File: src/rtl/evprof.sv
module evprof #(
  parameter int CNT_W  = 32,
  parameter int TS_W   = 32,
  parameter int DONE_W = 8
) (
  input  logic        clk,
  input  logic        rst_n,
  input  logic [3:0]  ev_start,
  input  logic [3:0]  ev_finish,
  input  logic        done_pulse,
  input  logic [7:0]  reg_addr,
  input  logic        reg_wr,
  input  logic [31:0] reg_wdata,
  output logic [31:0] reg_rdata,
  output logic [63:0] prof_base
);
  localparam int NEV = 8;

  logic              en;
  logic [NEV-1:0]    flag;
  logic [TS_W-1:0]   ts;
  logic [DONE_W-1:0] done_cnt;
  logic [CNT_W-1:0]  cnt [NEV];

  wire [NEV-1:0] ev      = {ev_finish, ev_start};
  wire           en_wr   = reg_wr && (reg_addr == 8'h84);
  wire           en_rise = en_wr && reg_wdata[0] && !en;
  wire           ts_full = &ts;

  always_ff @(posedge clk) begin
    if (!rst_n)     en <= 1'b0;
    else if (en_wr) en <= reg_wdata[0];
  end

  always_ff @(posedge clk) begin
    if (!rst_n || en_rise)  ts <= '0;
    else if (en && !ts_full) ts <= ts + 1'b1;
  end

  always_ff @(posedge clk) begin
    if (!rst_n || en_rise) flag <= '0;
    else if (en && |ev)    flag <= ev;
  end

  for (genvar i = 0; i < NEV; i++) begin : g_cnt
    always_ff @(posedge clk) begin
      if (!rst_n || en_rise) cnt[i] <= '0;
      else if (en && ev[i])  cnt[i] <= cnt[i] + 1'b1;
    end
  end

  always_ff @(posedge clk) begin
    if (!rst_n)          done_cnt <= '0;
    else if (done_pulse) done_cnt <= done_cnt + 1'b1;
  end

  always_ff @(posedge clk) begin
    if (!rst_n) prof_base <= '0;
    else if (reg_wr && reg_addr == 8'h88) prof_base[31:0]  <= reg_wdata;
    else if (reg_wr && reg_addr == 8'h8C) prof_base[63:32] <= reg_wdata;
  end

  wire [5:0] word = reg_addr[7:2];
  wire [2:0] idx  = 3'(word - 6'd38);
  wire       in_cnt = (reg_addr >= 8'h98) && (reg_addr <= 8'hB4) && (reg_addr[1:0] == 2'b00);

  always_comb begin
    reg_rdata = '0;
    case (reg_addr)
      8'h90:   reg_rdata = 32'(flag);
      8'h94:   reg_rdata = 32'(ts);
      8'hC0:   reg_rdata = 32'(done_cnt);
      default: if (in_cnt) reg_rdata = 32'(cnt[idx]);
    endcase
  end

  assert_ts_saturate_R4: assert property (@(posedge clk) disable iff (!rst_n)
    (en && ts_full && !en_rise) |=> ts_full);
  assert_frozen_when_off_R5: assert property (@(posedge clk) disable iff (!rst_n)
    (!en && !en_rise) |=> ($stable(ts) && $stable(flag) && $stable(cnt[0])));
  assert_clear_on_enable_R6: assert property (@(posedge clk) disable iff (!rst_n)
    en_rise |=> (ts == '0 && flag == '0 && en));
  assert_flag_capture_R3: assert property (@(posedge clk) disable iff (!rst_n)
    (en && |ev && !en_rise) |=> (flag == $past(ev)));
  assert_done_step_R7: assert property (@(posedge clk) disable iff (!rst_n)
    rst_n |=> (done_cnt == $past(done_cnt) + DONE_W'($past(done_pulse))));
  assert_flag_hold_R3: assert property (@(posedge clk) disable iff (!rst_n)
    (!(|ev) && !en_rise) |=> $stable(flag));
endmodule

File: config.mk
export PLATFORM = sky130hd
export DESIGN_NAME = evprof
export DESIGN_NICKNAME = d
export VERILOG_FILES = /design/src/rtl/evprof.sv
export SDC_FILE = /design/constraint.sdc
export NUM_CORES = 1
export LEC_CHECK = 0
export CORE_MARGIN = 4
export CORE_UTILIZATION = 40
export DETAILED_ROUTE_END_ITERATION = 16
export MAX_ROUTING_LAYER = met4
export PLACE_DENSITY = 0.58
export SLEW_MARGIN = 20
export SYNTH_ARGS = -nofsm -noshare
export SYNTH_HDL_FRONTEND = slang
export SYNTH_SLANG_ARGS = --single-unit
File: constraint.sdc
create_clock -name clk -period 4.3 [get_ports clk]
set_clock_uncertainty 0.2 [all_clocks]
set_input_delay 0.86 -clock clk [delete_from_list [all_inputs] [get_ports clk]]
set_output_delay 0.86 -clock clk [all_outputs]
set_load 0.1 [all_outputs]
==> results.txt <==
----------------------------------------------------
[Timing]
  Final-layout setup total negative slack ... 0 ns
  Final-report max-slew violation count ... 0
  Setup-failing EPs final ... 0
  Fmax ... 0.240 GHz
  Post-layout minimum cycle time ... 4.16 ns
  Crit share post-route ... 96.8%
  Final count of hold timing violations ... 0
  Relative slew slack ... 28.7%
  Transition time at the pin with the least slew margin ... 1.06 ns
  RSZ-0062 raised after global routing ... no

[GRT]
  Via count of the first global-routing pass ... 15871
  Total track usage ... 24.7%
  First-pass GRT wire length ... 100 mm
  Maximum number of pins on one net before global-route repair ... 75
  GRT overflow ... 0
  Initial antenna violation count ... 4

[Route]
  Routed via count divided by cell count ... 5.81
  First drt pass iteration count ... 9
  Aggregate routed wire length ... 67.2 mm
  Via total after detailed routing ... 17315
  Post-detailed-route DRC marker count ... 0
  Number of routed nets with antenna violations ... 0
  DR WL/cell ... 22.5 um
  DRC violation total after the first TritonRoute iteration ... 1998

[Critical path]
  Category of the critical setup timing path ... in -> out
  Crit path max fanout ... 13
  Cell with the largest stage delay on the worst path ... a311o_1
  Sequence of cells on the critical path ... clkdlybuf4s50_1 -> or2_2 -> a21o_1 -> a311o_1 -> buf_4 -> o21ai_1 -> buf_12
  Critical path required time ... 3.24 ns
  Delay of the slowest cell on the worst path ... 0.50 ns
  Worst path arrival time ... 3.10 ns
  CP startpoint kind ... input pin
  Crit-path leading delay family ... compound AO/OA/AOI/OAI gates
  Type of destination of the critical path ... primary output
  WP buf/inv ... 3

[Worst hold path]
  Tightest Hold Check Type ... reg -> reg

[Clock network]
  Buffers inserted during post-CTS setup optimization ... 0
  CTS sink count ... 369
  TritonCTS clock tree ... yes
  Clock-pin slew reported for the worst setup and hold paths after clock tree synthesis ... 0.06 ns
  H-tree lvl count ... 2
  Clock Latency Late Sink ... 0.57 ns
  Buffer levels on the longest clock path ... 3
  Master cell of the clock root buffer ... clkbuf_16
  Number of buffers created by CTS ... 44
  Number of buffers added to fix hold violations after cts ... 0

[Synthesis]
  Cell count after synthesis ... 2126
  Cells taking the most area after synthesis ... edfxtp_1, dfxtp_1, xor2_1
  Number of nets in the synthesized netlist ... 2188
  Synthesis-stage register bit count ... 369
  Ys flop type ... edfxtp_1
  Count of yosys warnings during synthesis ... 0
  Share of the synthesized area in the top cell type ... 37.8%
  Cell Area, Synth ... 20300 um^2
  Post-synthesis cell type with the largest combined area ... edfxtp_1
  Mean cell area of the mapped netlist ... 9.56 um^2
  Sequential area share after synthesis ... 48.9%
  Number of enable-type register cells in the synthesized netlist ... 256
  FFs w/ async S/R, synth ... 0%
  Synth cell types ... 63

[Finish]
  Layout cells sized above 1 ... 9.72%
  # nets final ... 2337
  Post-synthesis to final-layout area growth ... 20.6%
  Fin cells ... 2980
  Most used cells in the layout excluding fill and tap cells ... nor2_1, nand2_1, edfxtp_1
  Final design area excluding fillers ... 24500 um^2
  Most common library cell in the layout ignoring fill and taps ... nor2_1
  Filler cell count ... 4597

[Power and ir drop]
  Total power ... 0.00812 W
  Leakage power total ... 7.98 nW
  IR drop worst, VDD ... 0.000287 V
  Power per cell area ... 331 nW/um^2

[Floorplanning]
  Core footprint ... 50200 um^2
  Initial core utilization ... 40.5%
  Std cell rows ... 82
  Die boundary height ... 233 um
  Die area ... 54500 um^2
  Die boundary width ... 233 um
  I/O Pins ... 148

[Placed design]
  Count of input and output buffers ... 147
  Routability congestion estimate from global placement ... 0.948
  HPWL Detailed ... 50.1 mm
  Cells after DPL ... 2901
  Placed standard-cell area ... 23200 um^2

[Run status]
  Run status ... complete, no violations

[Job]
  Max-capacitance violation count ... 0

----------------------------------------------------
cells by family after synthesis:
group,count (synthesis),synth area share (%)
buffers and inverters,145,2.73
AO/OA/AOI/OAI,315,9.58
XOR/XNOR,223,9.61
AND/OR/NAND/NOR,1010,23.6
multiplexers,54,4.87
adder cells (fa/ha/maj),10,0.615
flip-flops,369,48.9
report_power, final:
part	internal (W)	switching [W]
Clock	0.00203	0.00148
Combinational	0.000233	0.000349
Sequential	0.00388	0.000154
metrics by stage:
step	util (%)	hold slack, ns	setup WS (ns)
2_1_floorplan	-	0.236	-0.341
6_report	48.9	0.252	0.139
5_1_grt	48.9	0.272	0.0555
3_5_place_dp	46.2	0.247	-0.402
3_3_place_gp	46.2	0.242	-0.276
4_1_cts	48.8	0.255	0.00169
worst paths after layout:
| kind | from | endpoint | slack (ns) | cells after the start |
|---|---|---|---|---|
| max | reg_addr[1] | reg_rdata[29] | 0.14 | 7 |
| min | prof_base[63] | prof_base[63] | 0.25 | 2 |
| min reg2reg | prof_base[63] | prof_base[63] | 0.25 | 2 |
| max reg2reg | ts[19] | ts[31] | 1.17 | 5 |
layout make-up:
class	instances	area [um^2]	area share [%]
diodes	3	7.51	0.0306
multi-input cells	1612	9910	40.4
well taps	672	841	3.43
repair buffers	215	2360	9.64
clock inverters	19	144	0.587
flip-flops and latches	369	9950	40.6
inverters	33	124	0.505
clock buffers	57	1170	4.78
what timing repair did:
item                                    in CTS  in global routing
resized for setup                            3                  3
pin swaps                                    2                  1
endpoints found under the setup margin      28                 22
sequential cells by signal, indices dropped and copies added (netlist names):
name,count
cnt,256
done_cnt,8
en,1
flag,8
prof_base,64
ts,32
synthesized netlist by cell type (7+ instances only):
| cell | count |
|---|---|
| buf_1 | 7 |
| nand4_1 | 86 |
| buf_2 | 8 |
| mux4_2 | 36 |
| o21ai_0 | 86 |
| dfxtp_1 | 113 |
| xor2_1 | 145 |
| clkbuf_1 | 97 |
| a22oi_1 | 8 |
| ha_1 | 10 |
| and2_1 | 12 |
| and3_1 | 37 |
| or3_1 | 45 |
| and4_1 | 30 |
| or2_2 | 8 |
| nor3_1 | 50 |
| nor4_1 | 22 |
| a222oi_1 | 22 |
| nand2_1 | 284 |
| a22o_1 | 12 |
| mux2i_1 | 18 |
| xnor2_1 | 78 |
| a21o_1 | 16 |
| or4_1 | 11 |
| a21oi_1 | 124 |
| inv_1 | 32 |
| edfxtp_1 | 256 |
| nor2_1 | 286 |
| nand3_1 | 116 |
tightest hold or removal path, delay by kind of cell (launching register included):
family | cells | cell delay, ns
DFF | 1 | 0.31
and+or+nand+nor | 1 | 0.05
AOI/OAI and AO/OA | 1 | 0.05
routing by layer:
| layer | vias to the layer above | share of wire [%] | GRT usage (%) |
|---|---|---|---|
| met5 | - | 0 | - |
| met4 | 0 | 2.2 | 5.96 |
| met3 | 79 | 9.0 | 4.56 |
| met2 | 664 | 43 | 35.0 |
| met1 | 8513 | 46 | 36.7 |
| li1 | 8059 | - | - |
(Power assumes the default switching activity.)
